## config.mk

```make
export PLATFORM = sky130hd
export DESIGN_NAME = hri_host_if
export DESIGN_NICKNAME = d
export VERILOG_FILES = /design/src/rtl/hri_pkg.sv /design/src/rtl/hri_sync.sv /design/src/rtl/hri_regfile.sv /design/src/rtl/hri_par_engine.sv /design/src/rtl/hri_ser_engine.sv /design/src/rtl/hri_host_if.sv
export SDC_FILE = /design/constraint.sdc
export NUM_CORES = 1
export LEC_CHECK = 0
export BUFFER_PORTS_ARGS = -buffer_cell sky130_fd_sc_hd__buf_2
export CAP_MARGIN = 20
export CORE_MARGIN = 3
export CORE_UTILIZATION = 25
export CTS_CLUSTER_DIAMETER = 100
export DETAILED_ROUTE_END_ITERATION = 8
export PLACE_DENSITY_LB_ADDON = 0.2
export SLEW_MARGIN = 0
export SYNTH_ARGS = -nofsm -noshare
export SYNTH_HDL_FRONTEND = slang
export SYNTH_SLANG_ARGS = --single-unit
```

## constraint.sdc

```tcl
create_clock -name clk -period 3.8 [get_ports clk]
set_input_delay 0.19 -clock clk [delete_from_list [all_inputs] [get_ports clk]]
set_output_delay 0.19 -clock clk [all_outputs]
set_load 0.01 [all_outputs]
```

## src/rtl/hri_pkg.sv

```systemverilog
package hri_pkg;
  localparam logic [1:0] STYLE_SPLIT = 2'd0;
  localparam logic [1:0] STYLE_DSTRB = 2'd1;

  typedef enum logic [1:0] {
    PS_IDLE = 2'd0,
    PS_WAIT = 2'd1,
    PS_DONE = 2'd2
  } pstate_e;
endpackage

```

## src/rtl/hri_sync.sv

```systemverilog
module hri_sync #(
  parameter int W = 1,
  parameter logic [W-1:0] RSTV = '0
) (
  input  logic         clk,
  input  logic         rst_n,
  input  logic [W-1:0] d,
  output logic [W-1:0] q
);
  generate
    for (genvar g = 0; g < W; g++) begin : g_bit
      logic meta, hold;
      always_ff @(posedge clk or negedge rst_n) begin
        if (!rst_n) begin
          meta <= RSTV[g];
          hold <= RSTV[g];
        end else begin
          meta <= d[g];
          hold <= meta;
        end
      end
      assign q[g] = hold;
    end
  endgenerate
endmodule

```

## src/rtl/hri_regfile.sv

```systemverilog
module hri_regfile #(
  parameter int NREGS = 24,
  parameter int DW    = 8,
  parameter int RAW   = 7
) (
  input  logic           clk,
  input  logic           rst_n,
  input  logic           we,
  input  logic [RAW-1:0] waddr,
  input  logic [DW-1:0]  wdata,
  input  logic [RAW-1:0] raddr_a,
  output logic [DW-1:0]  rdata_a,
  input  logic [RAW-1:0] raddr_b,
  output logic [DW-1:0]  rdata_b
);
  localparam int IW = (NREGS > 1) ? $clog2(NREGS) : 1;
  localparam logic [RAW-1:0] LIMIT = RAW'(NREGS);

  logic [DW-1:0] ent [NREGS];

  generate
    for (genvar g = 0; g < NREGS; g++) begin : g_ent
      logic [DW-1:0] q;
      always_ff @(posedge clk or negedge rst_n) begin
        if (!rst_n) q <= '0;
        else if (we && waddr == RAW'(g)) q <= wdata;
      end
      assign ent[g] = q;
    end
  endgenerate

  always_comb begin
    rdata_a = '0;
    rdata_b = '0;
    if (raddr_a < LIMIT) rdata_a = ent[raddr_a[IW-1:0]];
    if (raddr_b < LIMIT) rdata_b = ent[raddr_b[IW-1:0]];
  end

  // Writes outside the bank must not appear on either read port next cycle.
  AST_OOR_WRITE_QUIET: assert property (@(posedge clk) disable iff (!rst_n)
    (we && waddr >= LIMIT && raddr_a == waddr) |=> (rdata_a == '0));
endmodule

```

## src/rtl/hri_par_engine.sv

```systemverilog
module hri_par_engine
  import hri_pkg::*;
#(
  parameter int DW      = 8,
  parameter int PAW     = 5,
  parameter int ACK_DLY = 2
) (
  input  logic           clk,
  input  logic           rst_n,
  input  logic           en,
  input  logic           dstrb,
  input  logic           mux_mode,
  input  logic           cs_n_s,
  input  logic           rd_n_s,
  input  logic           wr_n_s,
  input  logic           ds_n_s,
  input  logic           rnw_s,
  input  logic           ale_n_s,
  input  logic [PAW-1:0] addr_in,
  input  logic [DW-1:0]  data_in,
  input  logic [DW-1:0]  rf_rdata,
  output logic [PAW-1:0] rf_addr,
  output logic           rf_we,
  output logic [DW-1:0]  rf_wdata,
  output logic           pin_act,
  output logic           pin_val,
  output logic           dbus_oe,
  output logic [DW-1:0]  dbus_out
);
  localparam int CW = $clog2(ACK_DLY + 1);
  localparam logic [CW-1:0] LAST = CW'(ACK_DLY - 1);

  pstate_e        state;
  logic [CW-1:0]  cnt;
  logic           acc_rd;
  logic [PAW-1:0] acc_addr;
  logic           act_s, act_q, start, start_rd;
  logic           ale_q, ale_fall;
  logic [PAW-1:0] lat_addr, eff_addr;
  logic           done;

  // Strobe qualification differs between the two parallel styles.
  always_comb begin
    if (dstrb) begin
      act_s    = en && !cs_n_s && !ds_n_s;
      start_rd = rnw_s;
    end else begin
      act_s    = en && !cs_n_s && (!rd_n_s || !wr_n_s);
      start_rd = !rd_n_s;
    end
  end

  assign start    = act_s && !act_q && (state == PS_IDLE);
  assign ale_fall = ale_q && !ale_n_s;
  // A latch edge in the same cycle as the start forwards the fresh address.
  assign eff_addr = mux_mode ? (ale_fall ? data_in[PAW-1:0] : lat_addr) : addr_in;

  always_ff @(posedge clk or negedge rst_n) begin
    if (!rst_n) begin
      ale_q    <= 1'b1;
      lat_addr <= '0;
      act_q    <= 1'b0;
    end else begin
      ale_q <= ale_n_s;
      act_q <= act_s;
      if (ale_fall) lat_addr <= data_in[PAW-1:0];
    end
  end

  always_ff @(posedge clk or negedge rst_n) begin
    if (!rst_n) begin
      state    <= PS_IDLE;
      cnt      <= '0;
      acc_rd   <= 1'b0;
      acc_addr <= '0;
      dbus_out <= '0;
    end else begin
      unique case (state)
        PS_IDLE: begin
          if (start) begin
            state    <= PS_WAIT;
            cnt      <= '0;
            acc_rd   <= start_rd;
            acc_addr <= eff_addr;
          end
        end
        PS_WAIT: begin
          if (!act_s) begin
            state <= PS_IDLE;
          end else if (cnt == LAST) begin
            state    <= PS_DONE;
            dbus_out <= rf_rdata;
          end else begin
            cnt <= cnt + 1'b1;
          end
        end
        PS_DONE: begin
          if (!act_s) state <= PS_IDLE;
        end
        default: state <= PS_IDLE;
      endcase
    end
  end

  assign done     = (state == PS_DONE);
  assign rf_addr  = acc_addr;
  assign rf_we    = (state == PS_WAIT) && act_s && (cnt == LAST) && !acc_rd;
  assign rf_wdata = data_in;
  assign pin_act  = (state != PS_IDLE);
  assign pin_val  = dstrb ? (acc_rd ? done : !done) : done;
  assign dbus_oe  = done && acc_rd;

  AST_DONE_VIA_WAIT: assert property (@(posedge clk) disable iff (!rst_n)
    (state == PS_DONE && $past(state) != PS_DONE) |-> $past(state) == PS_WAIT);
  AST_RELEASE_IDLE: assert property (@(posedge clk) disable iff (!rst_n)
    !act_s |=> (state == PS_IDLE));
  AST_ADDR_HELD: assert property (@(posedge clk) disable iff (!rst_n)
    (state != PS_IDLE && $past(state) != PS_IDLE) |-> $stable(acc_addr));
endmodule

```

## src/rtl/hri_ser_engine.sv

```systemverilog
module hri_ser_engine #(
  parameter int DW  = 8,
  parameter int SAW = 7
) (
  input  logic           clk,
  input  logic           rst_n,
  input  logic           en,
  input  logic           edge_sel,
  input  logic           cs_n_s,
  input  logic           sclk_s,
  input  logic           sdi_s,
  input  logic [DW-1:0]  rf_rdata,
  output logic [SAW-1:0] rf_addr,
  output logic           rf_we,
  output logic [DW-1:0]  rf_wdata,
  output logic           sdo,
  output logic           sdo_oe
);
  localparam int FRAME = 1 + SAW + DW;
  localparam int BCW   = $clog2(FRAME + 1);
  localparam int SRW   = (SAW > DW - 1) ? SAW : DW - 1;
  localparam logic [BCW-1:0] HDR_LAST = BCW'(SAW);
  localparam logic [BCW-1:0] DAT_LAST = BCW'(FRAME - 1);
  localparam logic [BCW-1:0] FULL     = BCW'(FRAME);

  logic           sclk_q, rise, fall, smp, drv, act;
  logic [BCW-1:0] bitcnt;
  logic [SRW-1:0] sr;
  logic           hdr_valid, hdr_rw;
  logic [SAW-1:0] hdr_addr;
  logic [DW-1:0]  osr;

  assign rise = sclk_s && !sclk_q;
  assign fall = !sclk_s && sclk_q;
  assign drv  = edge_sel ? rise : fall;
  assign smp  = edge_sel ? fall : rise;
  assign act  = en && !cs_n_s;

  always_ff @(posedge clk or negedge rst_n) begin
    if (!rst_n) sclk_q <= 1'b0;
    else        sclk_q <= sclk_s;
  end

  always_ff @(posedge clk or negedge rst_n) begin
    if (!rst_n) begin
      bitcnt    <= '0;
      sr        <= '0;
      hdr_valid <= 1'b0;
      hdr_rw    <= 1'b0;
      hdr_addr  <= '0;
      osr       <= '0;
      sdo       <= 1'b0;
      sdo_oe    <= 1'b0;
    end else if (!act) begin
      bitcnt    <= '0;
      hdr_valid <= 1'b0;
      sdo_oe    <= 1'b0;
      sdo       <= 1'b0;
    end else begin
      if (smp && bitcnt != FULL) begin
        sr     <= {sr[SRW-2:0], sdi_s};
        bitcnt <= bitcnt + 1'b1;
        if (bitcnt == HDR_LAST) begin
          hdr_valid <= 1'b1;
          hdr_rw    <= sr[SAW-1];
          hdr_addr  <= {sr[SAW-2:0], sdi_s};
        end
      end
      if (drv && hdr_valid && hdr_rw) begin
        if (!sdo_oe) begin
          sdo_oe <= 1'b1;
          sdo    <= rf_rdata[DW-1];
          osr    <= {rf_rdata[DW-2:0], 1'b0};
        end else begin
          sdo <= osr[DW-1];
          osr <= {osr[DW-2:0], 1'b0};
        end
      end
    end
  end

  assign rf_addr  = hdr_addr;
  assign rf_we    = act && smp && (bitcnt == DAT_LAST) && hdr_valid && !hdr_rw;
  assign rf_wdata = {sr[DW-2:0], sdi_s};

  AST_WRITE_FRAME_HIZ: assert property (@(posedge clk) disable iff (!rst_n)
    (hdr_valid && !hdr_rw) |-> !sdo_oe);
  AST_SINGLE_STORE: assert property (@(posedge clk) disable iff (!rst_n)
    rf_we |=> !rf_we);
  AST_RELEASE_ON_DESELECT: assert property (@(posedge clk) disable iff (!rst_n)
    !act |=> !sdo_oe);
endmodule

```

## src/rtl/hri_host_if.sv

```systemverilog
module hri_host_if
  import hri_pkg::*;
#(
  parameter int DW      = 8,
  parameter int PAW     = 5,
  parameter int SAW     = 7,
  parameter int NREGS   = 24,
  parameter int ACK_DLY = 2
) (
  input  logic           clk,
  input  logic           rst_n,
  input  logic [1:0]     host_style,
  input  logic           mux_mode,
  input  logic           no_wait,
  input  logic           clk_edge_sel,
  input  logic           cs_n,
  input  logic           rd_n,
  input  logic           wr_n,
  input  logic           ds_n,
  input  logic           rnw,
  input  logic           ale_n,
  input  logic [PAW-1:0] addr,
  input  logic [DW-1:0]  ad_in,
  output logic [DW-1:0]  ad_out,
  output logic           ad_oe,
  input  logic           sclk,
  input  logic           sdi,
  output logic           rdy_o,
  output logic           rdy_oe
);
  localparam int NSYNC = 8;

  logic [NSYNC-1:0] raw_in, syn;
  logic cs_n_s, rd_n_s, wr_n_s, ds_n_s, rnw_s, ale_n_s, sclk_s, sdi_s;
  logic ser_en, par_en, dstrb;

  assign raw_in = {cs_n, rd_n, wr_n, ds_n, rnw, ale_n, sclk, sdi};

  hri_sync #(.W(NSYNC), .RSTV(8'b1111_1100)) u_sync (
    .clk(clk), .rst_n(rst_n), .d(raw_in), .q(syn)
  );
  assign {cs_n_s, rd_n_s, wr_n_s, ds_n_s, rnw_s, ale_n_s, sclk_s, sdi_s} = syn;

  assign ser_en = host_style[1];
  assign par_en = !host_style[1];
  assign dstrb  = (host_style == STYLE_DSTRB);

  logic [PAW-1:0] p_addr;
  logic           p_we, p_act, p_val, p_oe;
  logic [DW-1:0]  p_wdata, p_dout, rd_a, rd_b;
  logic [SAW-1:0] s_addr;
  logic           s_we, s_sdo, s_oe;
  logic [DW-1:0]  s_wdata;
  logic [SAW-1:0] p_addr_x;

  assign p_addr_x = {{(SAW-PAW){1'b0}}, p_addr};

  hri_par_engine #(.DW(DW), .PAW(PAW), .ACK_DLY(ACK_DLY)) u_par (
    .clk(clk), .rst_n(rst_n), .en(par_en), .dstrb(dstrb), .mux_mode(mux_mode),
    .cs_n_s(cs_n_s), .rd_n_s(rd_n_s), .wr_n_s(wr_n_s), .ds_n_s(ds_n_s),
    .rnw_s(rnw_s), .ale_n_s(ale_n_s), .addr_in(addr), .data_in(ad_in),
    .rf_rdata(rd_a), .rf_addr(p_addr), .rf_we(p_we), .rf_wdata(p_wdata),
    .pin_act(p_act), .pin_val(p_val), .dbus_oe(p_oe), .dbus_out(p_dout)
  );

  hri_ser_engine #(.DW(DW), .SAW(SAW)) u_ser (
    .clk(clk), .rst_n(rst_n), .en(ser_en), .edge_sel(clk_edge_sel),
    .cs_n_s(cs_n_s), .sclk_s(sclk_s), .sdi_s(sdi_s), .rf_rdata(rd_b),
    .rf_addr(s_addr), .rf_we(s_we), .rf_wdata(s_wdata),
    .sdo(s_sdo), .sdo_oe(s_oe)
  );

  hri_regfile #(.NREGS(NREGS), .DW(DW), .RAW(SAW)) u_rf (
    .clk(clk), .rst_n(rst_n),
    .we(p_we || s_we),
    .waddr(s_we ? s_addr : p_addr_x),
    .wdata(s_we ? s_wdata : p_wdata),
    .raddr_a(p_addr_x), .rdata_a(rd_a),
    .raddr_b(s_addr), .rdata_b(rd_b)
  );

  assign rdy_oe = ser_en ? s_oe : (p_act && !no_wait);
  assign rdy_o  = ser_en ? s_sdo : p_val;
  assign ad_oe  = p_oe;
  assign ad_out = p_dout;

  AST_DATA_WITH_ACK: assert property (@(posedge clk) disable iff (!rst_n)
    (ad_oe && !no_wait) |-> (rdy_oe && rdy_o));
  AST_SERIAL_NO_DBUS: assert property (@(posedge clk) disable iff (!rst_n)
    (host_style[1] && $past(host_style[1])) |-> !ad_oe);
endmodule

```

### After elaboration in Yosys (flattened, before gate mapping)

Cells that the tools add are included.

| operators by class | value |
|---|---|
| add/subtract/negate cells | 2 |
| magnitude comparators | 4 |
| eq/ne operators | 38 |
| multiplexer cells | 40 |
| bitwise logic cells | 2 |
| reduce and logical (&&, ||, !) cells | 72 |

Operators by type and width:

| operator | count |
|---|---|
| 8-bit binary-select mux with 5-bit select | 2 |
| 8-bit 2-to-1 mux | 8 |
| 7-bit by 4-bit equality test with 1-bit output (second input constant) | 8 |
| 7-bit by 5-bit equality test with 1-bit output (second input constant) | 8 |
| 1-bit logical AND | 45 |
| 7-bit by 3-bit equality test with 1-bit output (second input constant) | 4 |
| 5-bit 2-to-1 mux | 4 |
| 1-bit 2-to-1 mux | 16 |
| 7-bit by 2-bit equality test with 1-bit output (second input constant) | 2 |
| 2-bit 2-to-1 mux | 7 |
| 1-bit logical NOT | 13 |
| 6-bit greater-or-equal comparator (second input constant) | 2 |
| 5-bit inverter with 6-bit output | 2 |
| 2-bit inequality test (second input constant) | 5 |
| 3-bit AND reduction | 3 |
| 2-bit AND reduction | 4 |
| 7-bit by 1-bit equality test with 1-bit output (second input constant) | 1 |
| 7-bit logical NOT | 1 |
| 7-bit by 5-bit less-than comparator with 1-bit output (second input constant) | 1 |
| 7-bit 2-to-1 mux | 1 |
| 2-bit by 1-bit equality test with 1-bit output (second input constant) | 3 |
| 2-bit case mux with 3 select lines | 1 |
| 5-bit by 1-bit adder with 5-bit output (second input constant) | 1 |
| 5-bit by 3-bit equality test with 1-bit output (second input constant) | 1 |
| 12 further kinds | 15 |

| word-level totals | value |
|---|---|
| register bits | 265 |
| input port bits | 28 |

### Longest topological paths before layout

Gate-level depths: netlist (run 1).

| logic depth | value |
|---|---|
| word-level depth | 10 |
| depth in mapped cells | 10 |

### Cells and area by module

From an unflattened synthesis (run 1), not the netlist that was laid out.

| second synthesis, totals | value |
|---|---|
| cells, all modules | 1028 |
| area total of the unflattened synthesis | 14046.0 µm² |

Modules (own cells, without submodules):

| module | instances | cells each | area each (µm²) | sequential area each (µm²) |
|---|---|---|---|---|
| hri_regfile | 1 | 754 | 10535.1 | 4804.6 |
| hri_ser_engine | 1 | 115 | 1517.7 | 775.7 |
| hri_par_engine | 1 | 110 | 1252.5 | 626.9 |
| hri_sync | 1 | 24 | 475.5 | 415.4 |
| hri_host_if | 1 | 25 | 265.3 | 0.0 |

### Worst setup path before layout (run 1)

No wires, ideal clock.

| timing | value |
|---|---|
| kind | register to register |
| start | register u_ser.bitcnt[0] |
| end | register u_rf.g_ent[1].q[6] |
| arrival | 2.465 ns |
| data required time | 3.672 ns |
| setup slack | 1.207 ns |
| stages on the path, launching flop included | 11 |
| path buffers | 2 |
| clock period less this slack | 2.593 ns |
| cells stage by stage | dfrtp_1 > ha_1 > and3_1 > ha_1 > nand3b_1 > a211oi_2 > buf_6 > buf_6 > mux2i_2 > nand3_2 > mux2_1 |

| on the way | value |
|---|---|
| cells in the longest elaborated chain, start to end | 7 |
| elaborated cells between the ends (all ways) | 9 |
| those cells by class | eq/ne (2); mux (2); reduce/logical (5) |

RTL lines:

| what | line | RTL |
|---|---|---|
| start: declaration | hri_ser_engine.sv:27 | `logic [BCW-1:0] bitcnt;` |
| start signal: assignment | hri_ser_engine.sv:62 | `bitcnt <= bitcnt + 1'b1;` |
| 5-bit by 4-bit equality test with 1-bit output (*) | hri_ser_engine.sv:83 | `assign rf_we = act && smp && (bitcnt == DAT_LAST) && hdr_valid && !hdr_rw;` |
| 1-bit logical AND (*) (3 in series) | hri_ser_engine.sv:83 |  |
| 7-bit 2-to-1 mux | hri_host_if.sv:76 | `.waddr(s_we ? s_addr : p_addr_x),` |
| 7-bit by 1-bit equality test with 1-bit output | hri_regfile.sv:26 | `else if (we && waddr == RAW'(g)) q <= wdata;` |
| 1-bit logical AND | hri_regfile.sv:26 |  |
| end signal: assignment | hri_regfile.sv:26 |  |
| end: declaration | hri_regfile.sv:23 | `logic [DW-1:0] q;` |

Mark *: on every way between the ends. The rest lies on a longest branch, timed or not.
A chain may end at the register's enable or synchronous reset.

### Worst setup path after layout (run 1)

| timing | value |
|---|---|
| start | register u_ser.bitcnt[0] |
| end | register u_rf.g_ent[4].q[0] |

| on the way | value |
|---|---|
| cells in the longest elaborated chain, start to end | 7 |
| elaborated cells between the ends (all ways) | 9 |
| those cells by class | eq/ne (2); mux (2); reduce/logical (5) |

RTL lines:

| what | line |
|---|---|
| 5-bit by 4-bit equality test with 1-bit output (*) | hri_ser_engine.sv:83 |
| 1-bit logical AND (*) (3 in series) | hri_ser_engine.sv:83 |
| 7-bit 2-to-1 mux | hri_host_if.sv:76 |
| 7-bit by 3-bit equality test with 1-bit output | hri_regfile.sv:26 |
| 1-bit logical AND | hri_regfile.sv:26 |
| end signal: assignment | hri_regfile.sv:26 |
| end: declaration | hri_regfile.sv:23 |

Marks and branches as above.

==> results of run 1 <==
[layer usage]
layer,vias to the layer above,part of all wire,track usage
li1,3606,-,-
met1,4494,0.46,0.187
met2,175,0.48,0.226
met3,45,0.040,0.0220
met4,0,0.022,0.0339
met5,-,0,0
[worst min-delay path by stage]
stage	startpoint	to	depth (start not counted)
after floorplan	rst_n	u_par.acc_rd	0
after global placement	wr_n	u_sync.g_bit[5].meta	1
after detailed placement	wr_n	u_sync.g_bit[5].meta	1
after CTS	mux_mode	u_par.rf_addr[2]	3
after global routing	mux_mode	u_par.rf_addr[3]	3
final	mux_mode	u_par.rf_addr[2]	3
[worst max-delay path: cells and delay by family, from the launching register on]
family                   cells  cell delay, ns
AO/OA/AOI/OAI                1            0.27
adder cells (fa/ha/maj)      2            0.35
buffers and inverters        1            0.29
flip-flops                   1            0.40
multiplexers                 2            0.88
AND/OR/NAND/NOR              3            0.96
[per-stage QoR]
step           std cells  power (uW)   util
2_1_floorplan        920        3480      -
3_3_place_gp        1605        3800  0.270
3_5_place_dp        1605        3800  0.270
4_1_cts             1685        6870  0.293
5_1_grt             1685        7050  0.293
6_report            1686        6740  0.293
[power by group through the flow]
stage	clock [uW]	sequential (uW)	combinational, uW
detailed placement	0	3150	658
finish	2990	3090	664
global placement	0	3140	658
global route	3210	3110	728
floorplan	0	3000	478
CTS	3100	3100	680
[Yosys cell counts, drive strengths merged, types with 2 or more instances]
master and number:
o21ai 13, nand3b 5, mux4 104, dfrtp 251, buf 44, nor3 3, ha 5, nor2 33
nand2 38, nand2b 7, clkbuf 25, a211oi 3, mux2i 22, a22oi 16, a21oi 28, and3 5
mux2 230, inv 8, or3b 4, nor2b 15, or3 6, nand3 21, or4 2, dfstp 13
xnor2 2, o221ai 2
[sequential cells by signal, summed over array words and instances (netlist names), 2 cells and up]
| register | flops |
|---|---|
| u_par.cnt | 2 |
| u_par.dbus_out | 8 |
| u_par.lat_addr | 5 |
| u_par.rf_addr | 5 |
| u_par.state | 2 |
| u_rf.g_ent.q | 192 |
| u_ser.bitcnt | 5 |
| u_ser.osr | 7 |
| u_ser.rf_addr | 7 |
| u_ser.sr | 7 |
| u_sync.g_bit.hold | 8 |
| u_sync.g_bit.meta | 8 |
[area by class of cell]
| cell class | instances | area share |
|---|---|---|
| Clock inverter | 18 | 0.00935 |
| Timing Repair Buffer | 80 | 0.0377 |
| Inverter | 8 | 0.00190 |
| Tap cell | 696 | 0.0551 |
| Antenna cell | 1 | 0.000158 |
| Sequential cell | 264 | 0.420 |
| Multi-Input combinational cell | 579 | 0.420 |
| Clock buffer | 40 | 0.0557 |
[cell families after synthesis]
kind of cell	synth area share
xor+xnor	0.00192
mux	0.386
flops	0.484
simple gates	0.0608
compound gates	0.0318
buf+inv	0.0311
fa+ha+maj	0.00457
==> metrics.md, run 1 <==
| Metric | Value |
|---|---|
| Final Cell Area | `approximately 16000 sq um` |
| Routed wire per std cell | `22.8 um` |
| Later-pin clock latency in the skew report | `0.58 ns` |
| Post-synthesis cell count | `920` |
| CTS tree | `yes` |
| Max Slew Vio Count | `0` |
| Worst path slowest cell | `and3_1` |
| Reg-to-Reg Start | `u_ser.bitcnt[0]` |
| Slew HR | `0.269` |
| Total gr overflow | `0` |
| Area of the multi-input gates | `6640 sq um` |
| Clk pin slew, worst setup/hold paths | `0.06 ns` |
| CTS Buf Count | `31` |
| Critical R2R Capture | `u_rf.g_ent[4].q[0]` |
| Num Clock Sinks | `roughly 260` |
| Vias in the first global route | `8720` |
| Crit start category | `register` |
| Reg2Reg Setup Slack | `approximately 0.51 ns` |
| Die Width | `240 um` |
| Post-CTS sizing | `0` |
| Critical path destination | `u_rf.g_ent[4].q[0]` |
| Setup CP Type | `reg -> reg` |
| Synth Flop Type | `dfrtp_1` |
| Drt pass-1 iters | `7` |
| Storage cell area | `6630 sq um` |
| Async S/R FF share, synth | `1.00` |
| Clk_skew | `0.0157 ns` |
| PortBufs | `38` |
| Post-CTS setup buffers | `0` |
| Unrepaired setup endpoints after global routing | `no` |
| Synth cell types | `51` |
| Post-synthesis register bit count | `between 200 and 300` |
| Worst reg2reg path depth | `9` |
| Post-placement cell area | `14500 sq um` |
| Drt total wl | `just under 40 mm` |
| Io pins | `39` |
| Period utilization | `0.866` |
| Die boundary height | `240 um` |
| Setup TNS | `0 ns` |
| Die ar. | `around 58000 sq um` |
| Critical path fanouts, max | `13` |
| Setup crit end kind | `register` |
| Top cell type by total area after synthesis | `dfrtp_1` |
| Post-Synthesis Cell Area | `approximately 14000 sq um` |
| Detail Route Antenna Nets | `0` |
| FILL cells | `approximately 5400` |
| Detailed Route Iter0 Violations | `about 500` |
| Synth top area share | `0.459` |
| Leak | `0.00705 uW` |
| Sequential power share | `0.458` |
| Setup Viol. Count Final | `0` |
| Most common cell after layout, fill and taps aside | `dfrtp_1` |
| YS warnings | `0` |
| Most frequent cells in the layout | `247 x dfrtp_1, 229 x mux2_2, 74 x mux4_2, 38 x nand2_1, 37 x buf_2` |
| Final hold slack | `approximately 0.028 ns` |
| Hold_buf cts | `22` |
| Int Pwr | `4940 uW` |
| Max-Cap Viols | `0` |
| Mean Syn Cell Area | `between 10 and 15 sq um` |
| Syn_nets | `953` |
| Seq/Total Area, Yosys | `0.484` |
| Net Sw Frac | `0.267` |
| Vias/cell | `4.93` |
| Final Hold Fails | `0` |
| Slowest stage delay, CP | `0.67 ns` |
| Net Sw Power | `1800 uW` |
| VDD IR max | `0.336 mV` |
| EDFF count, synth | `0` |
| Clock buffer depth | `3` |
| P&R area growth vs syn | `15.5%` |
| Initial Utilization | `0.254` |
| Gr usage total | `0.136` |
| Max Freq | `304 MHz` |
| Critical-path cell list | `ha_1, and3_1, ha_1, nand3b_1, a211oi_4, buf_4, mux2i_1, and3_1, mux2_2` |
| Placer Congestion | `0.744` |
| Layout net count | `997` |
| HPWL after DPL | `approximately 25 mm` |
| Req. time, crit path | `4.25 ns` |
| CP Data Arrival Time | `3.74 ns` |
| Worst slack, placed | `~0.51 ns` |
| Min-Delay Path Class | `in -> reg` |
| Crit. Startpoint | `u_ser.bitcnt[0]` |
| Final setup margin | `0.510 ns` |
| Via count | `around 8300` |
| Status | `finished clean` |
| Pwr Density | `427 nW/um^2` |
| Core area | `53900 sq um` |
| Top cells by area, synth | `dfrtp_1 46%, mux2_2 19%, mux4_2 12%, mux4_1 5.8%, dfstp_2 2.5%` |
| DRC viols | `0` |
| Initial antenna violation count | `2` |
| Clk pwr share | `0.443` |
| Tmin final | `roughly 3.3 ns` |
| CTS Root Cell | `clkbuf_16` |
| Logic pwr share | `0.098` |
| Layout cells sized above 1 | `0.467` |
| Largest net degree at the start of global routing | `approximately 100` |
| H-tree depth | `1` |
| First-pass GRT wire length | `58.6 mm` |
| FP Rows | `85` |
| Worst Tran Pin Value | `1.10 ns` |
Power figures use the tool's default switching activity.
==> run 2: changes to the inputs <==
--- a/config.mk
+++ b/config.mk
@@ -11,7 +11,7 @@
 export CORE_UTILIZATION = 25
 export CTS_CLUSTER_DIAMETER = 100
 export DETAILED_ROUTE_END_ITERATION = 8
-export PLACE_DENSITY_LB_ADDON = 0.2
+export PLACE_DENSITY_LB_ADDON = 0.05
 export SLEW_MARGIN = 0
 export SYNTH_ARGS = -nofsm -noshare
 export SYNTH_HDL_FRONTEND = slang
==> run 2 against run 1 <==
Count of clock-buffer cells in the layout grew 11. Sequential power is essentially flat. Non-clock buffer count grew 8.
==> metrics.md, run 2 (same netlist as run 1, synthesis figures left out) <==
| Metric | Value |
|---|---|
| Layout net count | `1010` |
| Die ar. | `~58000 sq um` |
| FILL cells | `5382` |
| CTS Buf Count | `36` |
| Gr usage total | `0.150` |
| Reg with most FFs | `u_rf.g_ent.q` |
| Setup crit end kind | `register` |
| Worst path slowest cell | `and3_1` |
| PortBufs | `38` |
| Pwr Density | `around 440 nW/um^2` |
| Max-Cap Viols | `0` |
| Layout cells sized above 1 | `0.463` |
| Most frequent cells in the layout | `247 x dfrtp_1, 229 x mux2_2, 74 x mux4_2, 38 x nand2_1` |
| HPWL after DPL | `27.0 mm` |
| Num Clock Sinks | `about 260` |
| Most common cell after layout, fill and taps aside | `dfrtp_1` |
| Crit start category | `register` |
| Later-pin clock latency in the skew report | `0.53 ns` |
| Critical-path cell list | `ha_1, and3_1, ha_1, nand3b_1, a211oi_4, buf_12, mux2i_1, and3_1, mux2_2` |
| Setup CP Type | `reg -> reg` |
| Clk_skew | `0.0158 ns` |
| Routed wire per std cell | `25.0 um` |
| Leak | `0.00709 uW` |
| Initial antenna violation count | `2` |
| Post-CTS setup buffers | `0` |
| Post-CTS sizing | `0` |
| Final Hold Fails | `0` |
| Critical path fanouts, max | `15` |
| Period utilization | `0.881` |
| Via count | `8184` |
| Final hold slack | `roughly 0.064 ns` |
| Clk pin slew, worst setup/hold paths | `0.05 ns` |
| Drt total wl | `42.2 mm` |
| Unrepaired setup endpoints after global routing | `no` |
| Max Freq | `299 MHz` |
| Final Cell Area | `15900 sq um` |
| Die boundary height | `240 um` |
| Buf+Inv Stages, Crit Path | `1` |
| Max Slew Vio Count | `0` |
| Tmin final | `3.35 ns` |
| CTS tree | `yes` |
| CTS Root Cell | `clkbuf_16` |
| Placer Congestion | `0.734` |
| Status | `finished clean` |
| Core area | `53900 sq um` |
| Worst Tran Pin Value | `1.05 ns` |
| Clock buffer depth | `3` |
| Req. time, crit path | `approximately 4.2 ns` |
| Detailed Route Iter0 Violations | `396` |
| P&R area growth vs syn | `16.4%` |
| Initial Utilization | `0.254` |
| Die Width | `240 um` |
| Detail Route Antenna Nets | `0` |
| DRC viols | `0` |
| Slew HR | `0.303` |
| Hold_buf cts | `19` |
| Setup TNS | `0 ns` |
| Number of flip-flops in the largest register | `192` |
| Slowest stage delay, CP | `~0.58 ns` |
| Vias/cell | `4.84` |
| Setup Viol. Count Final | `0` |
| H-tree depth | `2` |
| Drt pass-1 iters | `4` |
| Min-Delay Path Class | `in -> reg` |
| N_diodes | `0` |
| VDD IR max | `0.224 mV` |
| CP delay by family, top | `multiplexers` |
| First-pass GRT wire length | `62.3 mm` |
| Total gr overflow | `0` |
| Io pins | `39` |
| FP Rows | `85` |
| Largest net degree at the start of global routing | `106` |
| Vias in the first global route | `slightly below 9000` |
| Post-placement cell area | `14600 sq um` |
| CP Data Arrival Time | `3.74 ns` |
-- run 2: cell type report --
class / count / area, sq um / share of cell area
Inverter: 8 / 30.0 / 0.00189
Sequential cell: 264 / 6630 / 0.417
Tap cell: 696 / 871 / 0.0547
Clock inverter: 4 / 95.1 / 0.00597
Timing Repair Buffer: 88 / 661 / 0.0415
Clock buffer: 51 / 998 / 0.0627
Multi-Input combinational cell: 579 / 6640 / 0.417
-- run 2: power by group --
part           internal [uW]  switching (uW)  leakage [uW]  total [uW]
logic                    291             400       0.00297         691
registers               2910             186       0.00359        3090
clock network           2010            1240      0.000531        3250
total                   5200            1820       0.00709        7030
-- run 2: stage by stage --
step,setup WS (ns),power [uW],std cells,util
after global routing,0.232,7370,1690,0.295
after CTS,0.420,7210,1690,0.295
after global placement,0.457,3850,1616,0.271
after floorplan,1.21,3480,920,-
after detailed placement,0.465,3850,1616,0.271
final,0.454,7030,1690,0.295
-- run 2: worst min-delay path: cells and delay by family --
kind	cells	cell delay [ns]
AOI/OAI and AO/OA	1	0.14
buffers and inverters	2	0.22
-- run 2: final timing paths --
check,startpoint,to,slack (ns),depth (start not counted)
worst max-delay path,u_ser.bitcnt[0],u_rf.g_ent[4].q[5],0.45,9
worst min-delay path,host_style[0],u_par.act_q,0.06,3
worst max register to register,u_ser.bitcnt[0],u_rf.g_ent[4].q[5],0.45,9
worst min register to register,u_sync.g_bit[0].meta,u_sync.g_bit[0].hold,0.35,0
max in group asynchronous,rst_n,u_rf.g_ent[1].q[3],2.55,3
min in group asynchronous,rst_n,u_par.act_q,0.30,2
-- run 2: layer usage --
layer  up-vias  global-route usage  share of wire
met5         -                   0              0
met4         0              0.0494          0.027
met3        56              0.0237          0.035
met2       110               0.252           0.49
met1      4388               0.199           0.45
li1       3630                   -              -
==> run 3: changes to the inputs <==
--- a/config.mk
+++ b/config.mk
@@ -7,6 +7,8 @@
 export LEC_CHECK = 0
 export BUFFER_PORTS_ARGS = -buffer_cell sky130_fd_sc_hd__buf_2
 export CAP_MARGIN = 20
+export CELL_PAD_IN_SITES_DETAIL_PLACEMENT = 1
+export CELL_PAD_IN_SITES_GLOBAL_PLACEMENT = 1
 export CORE_MARGIN = 3
 export CORE_UTILIZATION = 25
 export CTS_CLUSTER_DIAMETER = 100
==> run 3 against run 2 <==
Utilization rose by 0.42 points. Clock power is 15% higher. Largest power group unchanged. Clock skew about the same. Highest routed layer unchanged. Total power rose by 7.3%. Wire length grew 5.4%. Setup slack improved by 0.17 ns. Sequential power barely moved.
==> metrics.md, run 3 (same netlist as run 1, synthesis figures left out) <==
| Metric | Value |
|---|---|
| Period utilization | `0.837` |
| Initial antenna violation count | `1` |
| Initial Utilization | `0.254` |
| Vias/cell | `4.91` |
| Vias in the first global route | `8937` |
| Tmin final | `between 3 and 4 ns` |
| Critical path fanouts, max | `13` |
| Setup TNS | `0 ns` |
| Slew HR | `0.294` |
| Hold_buf cts | `19` |
| Buf+Inv Stages, Crit Path | `2` |
| Util after Layout | `0.300` |
| Total power | `7540 uW` |
| Drt total wl | `44.5 mm` |
| Number of flip-flops in the largest register | `192` |
| Core area | `53900 sq um` |
| Int Pwr | `5560 uW` |
| H-tree depth | `2` |
| Detailed Route Iter0 Violations | `439` |
| FILL cells | `5666` |
| FP Rows | `85` |
| HPWL after DPL | `between 20 and 30 mm` |
| Post-CTS sizing | `0` |
| Req. time, crit path | `4.22 ns` |
| Total gr overflow | `0` |
| Leak | `between 0.007 and 0.008 uW` |
| CP Data Arrival Time | `3.60 ns` |
| Placer Congestion | `~0.71` |
| Pwr Density | `467 nW/um^2` |
| VDD IR max | `0.257 mV` |
| Max-Cap Viols | `0` |
| First-pass GRT wire length | `66.4 mm` |
| Unrepaired setup endpoints after global routing | `no` |
| Final Hold Fails | `0` |
| Setup crit end kind | `register` |
| Layout cells sized above 1 | `0.474` |
| Later-pin clock latency in the skew report | `0.55 ns` |
| Net Sw Power | `1980 uW` |
| Setup Viol. Count Final | `0` |
| Num Clock Sinks | `264` |
| PortBufs | `38` |
| Layout net count | `1010` |
| Clock buffer depth | `3` |
| Die boundary height | `about 240 um` |
| P&R area growth vs syn | `18.1%` |
| Final setup margin | `0.619 ns` |
| CTS Buf Count | `38` |
| Detail Route Antenna Nets | `0` |
| Worst path slowest cell | `a22o_2` |
| Max Freq | `314 MHz` |
| Routed wire per std cell | `26.1 um` |
| Max Slew Vio Count | `0` |
| Net Sw Frac | `0.262` |
| Via count | `8374` |
| CTS tree | `yes` |
| Worst Tran Pin Value | `1.06 ns` |
| Drt pass-1 iters | `4` |
| Min-Delay Path Class | `in -> reg` |
| Logic pwr share | `0.098` |
| Die Width | `240 um` |
| Slowest stage delay, CP | `between 0.4 and 0.5 ns` |
| Critical-path cell list | `ha_1, and3_1, ha_1, nand3b_1, a211oi_4, buf_4, a22o_2, buf_4, and3_1, mux2_2` |
| Most frequent cells in the layout | `247 x dfrtp_1, 229 x mux2_2, 74 x mux4_2, 39 x clkbuf_16, 38 x nand2_1` |
| Clk pin slew, worst setup/hold paths | `~0.06 ns` |
| Clk_skew | `~0.016 ns` |
| Crit start category | `register` |
| Status | `finished clean` |
| Most common cell after layout, fill and taps aside | `dfrtp_1` |
| Io pins | `39` |
| Gr usage total | `0.160` |
| DRC viols | `0` |
| CTS Root Cell | `clkbuf_16` |
| Clk pwr share | `0.495` |
| CP delay by family, top | `simple AND/OR/NAND/NOR gates` |
| Die ar. | `roughly 58000 sq um` |
| Post-CTS setup buffers | `0` |
| Largest net degree at the start of global routing | `86` |
| Sequential power share | `0.407` |
| Reg with most FFs | `u_rf.g_ent.q` |
| Setup CP Type | `reg -> reg` |
| Worst slack, placed | `roughly 0.57 ns` |
run 3: changes by cell type in the layout (fill, tap and decap cells not counted), sizes merged:
cell and delta:
clkbuf +6, clkinv +4, diode +3, buf -2
bufinv +1, clkinvlp +1, inv +1
run 3: layout make-up:
cell class	count	area, sq um	area share
Clock inverter	11	161	0.00999
Timing Repair Buffer	86	658	0.0408
Clock buffer	57	1150	0.0714
Multi-Input combinational cell	579	6640	0.411
Inverter	8	30.0	0.00186
Tap cell	696	871	0.0539
Sequential cell	264	6630	0.411
Antenna cell	3	7.51	0.000465
run 3: metrics by stage:
stage                     hold slack [ns]  cell area, sq um  std cells
after floorplan                    -0.106             13700        920
after global placement              0.267             14600       1614
after detailed placement            0.256             14600       1614
after CTS                          0.0262             16100       1701
after global routing               0.0806             16100       1701
final                              0.0679             16100       1704
run 3: path summary, 6_finish.rpt:
| check | start | endpoint | slack (ns) | cells past startpoint |
|---|---|---|---|---|
| setup reg to reg | u_ser.bitcnt[0] | u_rf.g_ent[8].q[7] | 0.62 | 10 |
| max in group asynchronous | rst_n | u_rf.g_ent[13].q[4] | 2.63 | 3 |
| min in group asynchronous | rst_n | u_par.state[0] | 0.24 | 2 |
| hold reg to reg | u_sync.g_bit[2].meta | u_sync.g_bit[2].hold | 0.34 | 0 |
| setup / recovery | u_ser.bitcnt[0] | u_rf.g_ent[8].q[7] | 0.62 | 10 |
| hold / removal | host_style[0] | u_par.act_q | 0.07 | 3 |
run 3: metal layers:
layer | vias up | GRT usage | part of all wire | routed length (um)
met4 | 0 | 0.0474 | 0.022 | 990
met1 | 4555 | 0.226 | 0.48 | 21300
met5 | - | 0 | 0 | 0
met3 | 55 | 0.0237 | 0.032 | 1430
li1 | 3653 | - | - | -
met2 | 111 | 0.254 | 0.47 | 20800
run 3: worst register-to-register path, cell delays in order, from the launching register on:
cell and delay, ns:
dfrtp_1 0.40, ha_1 0.21, and3_1 0.17, ha_1 0.14
nand3b_1 0.12, a211oi_4 0.25, buf_4 0.28, a22o_2 0.43
buf_4 0.24, and3_1 0.42, mux2_2 0.39
run 3: power by group through the flow:
stage               clock [uW]  combinational, uW  sequential [uW]
floorplan                    0                478             3000
global placement             0                748             3130
detailed placement           0                748             3130
CTS                       3880                767             3080
global route              4000                813             3090
finish                    3730                738             3070
